## src/rtl/seg_xlate_pkg.sv

```systemverilog
package seg_xlate_pkg;
  localparam int NUM_SEG_REGS = 4;
  localparam int SEL_W = $clog2(NUM_SEG_REGS);

  localparam logic [SEL_W-1:0] SEL_CODE_BASE  = 2'd0;
  localparam logic [SEL_W-1:0] SEL_CODE_LIMIT = 2'd1;
  localparam logic [SEL_W-1:0] SEL_DATA_BASE  = 2'd2;
  localparam logic [SEL_W-1:0] SEL_DATA_LIMIT = 2'd3;

  typedef struct packed {
    logic [NUM_SEG_REGS-1:0] wrOneHot;
    logic                    rdAllowed;
    logic [SEL_W-1:0]        rdSel;
  } ctrlStrobes_t;
endpackage

```

## src/rtl/seg_xlate_ctrl.sv

```systemverilog
module seg_xlate_ctrl
  import seg_xlate_pkg::*;
(
  input  logic             clk,
  input  logic             rstN,
  input  logic             supervisorMode,
  input  logic             cfgWrEn,
  input  logic [SEL_W-1:0] cfgSel,
  output ctrlStrobes_t     strobes,
  output logic             privFault
);
  logic grantWrite;
  logic refuseWrite;

  assign grantWrite  = cfgWrEn & supervisorMode;
  assign refuseWrite = cfgWrEn & ~supervisorMode;

  for (genvar i = 0; i < NUM_SEG_REGS; i++) begin : g_dec
    assign strobes.wrOneHot[i] = grantWrite && (cfgSel == SEL_W'(i));
  end

  assign strobes.rdAllowed = supervisorMode;
  assign strobes.rdSel     = cfgSel;

  always_ff @(posedge clk or negedge rstN) begin
    if (!rstN) privFault <= 1'b0;
    else       privFault <= refuseWrite;
  end

  // a refused write is reported on the following cycle
  assert_user_write_faults_R5: assert property (@(posedge clk) disable iff (!rstN)
    (cfgWrEn && !supervisorMode) |=> privFault);

  // no fault without a refused write in the cycle before
  assert_fault_has_cause_R5: assert property (@(posedge clk) disable iff (!rstN)
    !(cfgWrEn && !supervisorMode) |=> !privFault);

  // write strobes are at most one-hot and only in supervisor mode
  assert_strobe_privileged_R4: assert property (@(posedge clk) disable iff (!rstN)
    $onehot0(strobes.wrOneHot) && (!supervisorMode -> strobes.wrOneHot == '0));
endmodule

```

## src/rtl/seg_xlate_dpath.sv

```systemverilog
module seg_xlate_dpath
  import seg_xlate_pkg::*;
#(
  parameter int ADDR_W  = 32,
  parameter bit OUT_REG = 1'b0
) (
  input  logic              clk,
  input  logic              rstN,
  input  ctrlStrobes_t      strobes,
  input  logic [ADDR_W-1:0] cfgData,
  output logic [ADDR_W-1:0] cfgRdData,
  input  logic              reqValid,
  input  logic              reqIsFetch,
  input  logic [ADDR_W-1:0] reqAddr,
  output logic [ADDR_W-1:0] physAddr,
  output logic              physValid,
  output logic              limitViolation
);
  logic [ADDR_W-1:0] segRegs [NUM_SEG_REGS];

  for (genvar i = 0; i < NUM_SEG_REGS; i++) begin : g_reg
    always_ff @(posedge clk or negedge rstN) begin
      if (!rstN)                   segRegs[i] <= '0;
      else if (strobes.wrOneHot[i]) segRegs[i] <= cfgData;
    end

    // a register without a write strobe keeps its value
    assert_hold_without_strobe_R5: assert property (@(posedge clk) disable iff (!rstN)
      !strobes.wrOneHot[i] |=> $stable(segRegs[i]));

    // a granted write lands on the next edge
    assert_write_lands_R4: assert property (@(posedge clk) disable iff (!rstN)
      strobes.wrOneHot[i] |=> segRegs[i] == $past(cfgData));
  end

  assign cfgRdData = strobes.rdAllowed ? segRegs[strobes.rdSel] : '0;

  logic [ADDR_W-1:0] selBase;
  logic [ADDR_W-1:0] selLimit;
  logic [ADDR_W-1:0] sumAddr;
  logic              outOfRange;
  logic              nextViol;
  logic              nextValid;

  always_comb begin
    selBase    = reqIsFetch ? segRegs[SEL_CODE_BASE]  : segRegs[SEL_DATA_BASE];
    selLimit   = reqIsFetch ? segRegs[SEL_CODE_LIMIT] : segRegs[SEL_DATA_LIMIT];
    sumAddr    = reqAddr + selBase;
    outOfRange = (reqAddr >= selLimit);
    nextViol   = reqValid & outOfRange;
    nextValid  = reqValid & ~outOfRange;
  end

  if (OUT_REG) begin : g_outReg
    always_ff @(posedge clk or negedge rstN) begin
      if (!rstN) begin
        physAddr       <= '0;
        physValid      <= 1'b0;
        limitViolation <= 1'b0;
      end else begin
        physAddr       <= sumAddr;
        physValid      <= nextValid;
        limitViolation <= nextViol;
      end
    end

    // registered outputs follow the request one edge later
    assert_stage_delay_R8: assert property (@(posedge clk) disable iff (!rstN)
      $past(reqValid) == (physValid || limitViolation));
  end else begin : g_outComb
    assign physAddr       = sumAddr;
    assign physValid      = nextValid;
    assign limitViolation = nextViol;
  end

  // an out-of-range access never reaches memory
  assert_violation_blocks_R3: assert property (@(posedge clk) disable iff (!rstN)
    limitViolation |-> !physValid);

  // a zero limit after reset makes every valid access violate
  assert_zero_limit_R7: assert property (@(posedge clk) disable iff (!rstN)
    (!OUT_REG && reqValid && selLimit == '0) |-> limitViolation);
endmodule

```

## src/rtl/seg_xlate_top.sv

```systemverilog
module seg_xlate_top
  import seg_xlate_pkg::*;
#(
  parameter int ADDR_W  = 32,
  parameter bit OUT_REG = 1'b0
) (
  input  logic              clk,
  input  logic              rstN,
  input  logic              supervisorMode,
  input  logic              cfgWrEn,
  input  logic [1:0]        cfgSel,
  input  logic [ADDR_W-1:0] cfgData,
  output logic [ADDR_W-1:0] cfgRdData,
  output logic              privFault,
  input  logic              reqValid,
  input  logic              reqIsFetch,
  input  logic [ADDR_W-1:0] reqAddr,
  output logic [ADDR_W-1:0] physAddr,
  output logic              physValid,
  output logic              limitViolation
);
  ctrlStrobes_t strobes;

  seg_xlate_ctrl u_ctrl (
    .clk(clk), .rstN(rstN), .supervisorMode(supervisorMode),
    .cfgWrEn(cfgWrEn), .cfgSel(cfgSel), .strobes(strobes), .privFault(privFault)
  );

  seg_xlate_dpath #(.ADDR_W(ADDR_W), .OUT_REG(OUT_REG)) u_dpath (
    .clk(clk), .rstN(rstN), .strobes(strobes), .cfgData(cfgData),
    .cfgRdData(cfgRdData), .reqValid(reqValid), .reqIsFetch(reqIsFetch),
    .reqAddr(reqAddr), .physAddr(physAddr), .physValid(physValid),
    .limitViolation(limitViolation)
  );
endmodule

```

## config.mk

```make
export PLATFORM = sky130hd
export DESIGN_NAME = seg_xlate_top
export DESIGN_NICKNAME = d
export VERILOG_FILES = /design/src/rtl/seg_xlate_pkg.sv /design/src/rtl/seg_xlate_ctrl.sv /design/src/rtl/seg_xlate_dpath.sv /design/src/rtl/seg_xlate_top.sv
export SDC_FILE = /design/constraint.sdc
export NUM_CORES = 1
export LEC_CHECK = 0
export CAP_MARGIN = 20
export CORE_MARGIN = 3
export CORE_UTILIZATION = 43
export DETAILED_ROUTE_END_ITERATION = 6
export PLACE_DENSITY = 0.66
export SLEW_MARGIN = 5
export SYNTH_ARGS = -nofsm -noshare
export SYNTH_HDL_FRONTEND = slang
export SYNTH_HIERARCHICAL = 1
export SYNTH_SLANG_ARGS = --single-unit
```

## constraint.sdc

```tcl
create_clock -name clk -period 11.9 [get_ports clk]
set_input_delay 2.38 -clock clk [delete_from_list [all_inputs] [get_ports clk]]
set_output_delay 2.38 -clock clk [all_outputs]
set_load 0.02 [all_outputs]
```

==> metrics.yaml <==
timing:
  timing_hold_violations_final: 0
  relSlewSlack: 0.297
  final-setup-viol-count: 0
  fmaxAchievable_mhz: 114
  post-route-period-util: 0.734
  maxSlewViolCount: 0
  post-route-worst-setup-slack_ns: 3.16
  final.min_clock_period_ns: 8.74
  rsz0062_at_grt: "no"
  timing.hold.ws_ns: 0.526
  timing.setup.tns_ns: 0
  worst_pin_slew_ns: 1.06
  fin_skew_ns: 0
run_status:
  outcome: "finished clean"
setup_path:
  worst-r2r-cell-count: 1
  timing_worst_setup_path_type: "input port to output pin"
  slowest_delay_ns: 0.75
  worst_path_dominant_cell_family: "buffers and inverters"
  critPathCaptureType: "output pin"
  worst_ep_arrival_time_ns: 6.36
  critical_path.cell_chain: "buf_4, mux2_2, ha_1, fa_1, a211oi_2, o21ai_1, a22oi_1, a31oi_4, a21oi_2, o221ai_1, xor2_1, clkdlybuf4s50_1"
  critPathSlowestCell: "sky130_fd_sc_hd__buf_4"
  worstPathBufferInverterCount: 2
  critPathMaxFanout: 64
  worst-r2r-setup-slack_ns: 11.09
  worst_setup_path_startpoint: "reqIsFetch"
  worstSetupStartpointType: "input port"
  crit-reg2reg-launch: "u_dpath/segRegs[82]"
  critical_path_rt_ns: 9.52
  critical_register_to_register_path_endpoint: "u_dpath/segRegs[82]"
min_path:
  timing.hold.worst.start: "u_dpath/segRegs[19]"
  hp-class: "flop to flop"
  worstHoldEndpoint: "u_dpath/segRegs[19]"
  hold-path-cell-count: 1
floorplanning:
  die_width_um: 150
  rows: 52
  dieArea_mm2: 0.0226
  ioPinCount: 139
  initial_core_util: 0.440
  die_height_um: 150
  core_area_mm2: 0.0204
global_routing:
  grt_pass1_vias: 6637
  grt_resource_usage_total: 0.211
  grt_first_pass_wirelength_mm: 36.7
  grt.overflow.total: 0
  antenna_found_initial: 0
  grt_start_max_net_pins: 66
clock_tree:
  cts.hold.buffers_added: 0
  clock_latency_ns: 0.42
  cts.sink_count: 129
  cts_setup_buffers: 0
  clock_tree.htree_level_count: 4
  clockBufferDepth: 2
  cts_tree: "yes"
  clock_tree.root_cell: "sky130_fd_sc_hd__clkbuf_16"
  cts-resized-gates: 0
  clk_pin_slew_worst_paths_ns: 0.05
  cts_inserted_buffers: 17
placed_design:
  dpl-instance-area_mm2: 0.0105
  placement.setup.worst_slack_ns: 3.13
  portBuffers: 138
  globalplace.congestion: 0.897
  dp_hpwl_mm: 16.3
  place_inst: 1110
layout:
  final_net_count: 995
  post_route_cells_drive_above_1_share: 0.284
  final_cell_count_no_fill: 1142
  insertedDiodeCount: 0
  areaGrowthSynthToFinish_pct: 24.0
  fillCellCount: 1789
  final_design_utilization: 0.546
  stdcell_area_mm2: 0.0111
route:
  routedWlPerCell_um: 20.4
  avgViaCountPerCell: 5.61
  drt-total-wl_mm: 23.3
  drt-pass1-iter-count: 4
  detailedRoute.firstIterationViolations: 371
  antenna_violating_nets_post_route: 0
  remaining_drc_errors: 0
  via_count: 6411
yosys:
  number_of_flip_flops_and_latches_in_the_synthesized_netlist: 129
  cell_area_after_synthesis_mm2: 0.00896
  synthArstFlopShare: 1.00
  synth_area_per_cell_um2: 12.0
  yosys_warnings: 6
  count_of_cell_types_in_the_netlist: 63
  synthesis.instances: 744
  postSynthNetCount: 880
  synth_edf_count: 0
  postSynth.topFlopCell: "sky130_fd_sc_hd__dfrtp_1"
  sequential_fraction_of_the_synthesis_area: 0.360
flow_run:
  drv_cap: 0
power:
  total_leakage_power_nw: 4.74
  power.density_mw_per_mm2: 188
  vdd_ir_drop_max_mv: 0.114
  post_route_total_power_mw: 2.09
[logic make-up after synthesis]
kind of cell	Yosys count	synth area share
AOI/OAI and AO/OA	136	0.107
and+or+nand+nor	109	0.0703
DFF	129	0.360
buffers and inverters	52	0.0247
adders and majority gates	64	0.0902
muxes	226	0.320
xor gates and xnor gates	28	0.0274
[worst max path at each step]
| stage | end | slack [ns] | cells past startpoint |
|---|---|---|---|
| 2_1_floorplan | physAddr[29] | 4.40 | 12 |
| 3_3_place_gp | physAddr[26] | 3.19 | 12 |
| 3_5_place_dp | physAddr[26] | 3.13 | 12 |
| 4_1_cts | physAddr[26] | 3.14 | 12 |
| 5_1_grt | physAddr[26] | 2.91 | 12 |
| 6_report | physAddr[26] | 3.16 | 12 |
[report_power, final]
| part | internal (mW) | switching [mW] | total (mW) |
|---|---|---|---|
| Combinational | 0.473 | 0.472 | 0.945 |
| Sequential | 0.536 | 0.0704 | 0.606 |
| Clock | 0.333 | 0.209 | 0.541 |
| Total | 1.34 | 0.751 | 2.09 |
[state kept, by name, summed over array words and instances (netlist names)]
name              flops
u_ctrl/privFault      1
u_dpath/segRegs     128
[cell usage after synthesis, drive strengths merged, types with 3 or more instances]
library cell / n / area share
nand4: 16 / 0.011
mux4: 32 / 0.080
mux2i: 33 / 0.037
nand3: 4 / 0.0022
nand2: 15 / 0.0068
a21boi: 4 / 0.0038
a31oi: 4 / 0.0045
o21bai: 6 / 0.0050
a21o: 39 / 0.033
nor3: 5 / 0.0028
o31ai: 5 / 0.0042
o21a: 4 / 0.0034
o21ai: 18 / 0.010
and2: 34 / 0.024
clkbuf: 19 / 0.0080
o221ai: 3 / 0.0036
nor2: 18 / 0.0075
xnor2: 15 / 0.015
nor4: 3 / 0.0021
mux2: 161 / 0.20
buf: 29 / 0.015
dfrtp: 129 / 0.36
inv: 4 / 0.0017
a21oi: 32 / 0.018
a211oi: 8 / 0.0084
ha: 63 / 0.088
xor2: 13 / 0.013
[placed cells by master, fill, tap and decap left out, types with 10 or more instances in the layout]
cell                                n
sky130_fd_sc_hd__mux2_2           160
sky130_fd_sc_hd__clkdlybuf4s50_1  134
sky130_fd_sc_hd__dfrtp_1          129
sky130_fd_sc_hd__ha_1              63
sky130_fd_sc_hd__a21o_1            39
sky130_fd_sc_hd__and2_1            33
sky130_fd_sc_hd__mux2i_1           33
sky130_fd_sc_hd__mux4_2            32
sky130_fd_sc_hd__a21oi_1           31
sky130_fd_sc_hd__nor2_1            18
sky130_fd_sc_hd__clkbuf_16         17
sky130_fd_sc_hd__nand4_1           16
sky130_fd_sc_hd__xnor2_1           15
sky130_fd_sc_hd__xor2_1            13
sky130_fd_sc_hd__nand2_1           13
sky130_fd_sc_hd__o21ai_0           10
[per-layer routing]
metal,GRT usage,share of wire,up-vias
met2,0.325,0.46,158
met5,0,0,-
li1,-,-,3054
met3,0.0400,0.049,13
met1,0.309,0.48,3186
met4,0.0494,0.0085,0
[area by class of cell]
cell class | instances | area [um^2] | share of cell area
multi-input cells | 563 | 5510 | 0.496
repair buffers | 144 | 1410 | 0.127
inverters | 4 | 15.0 | 0.00135
flip-flops and latches | 129 | 3230 | 0.291
clock inverters | 14 | 180 | 0.0162
well taps | 270 | 338 | 0.0304
clock buffers | 18 | 429 | 0.0386
No activity file was read; power rests on OpenSTA's default activity.
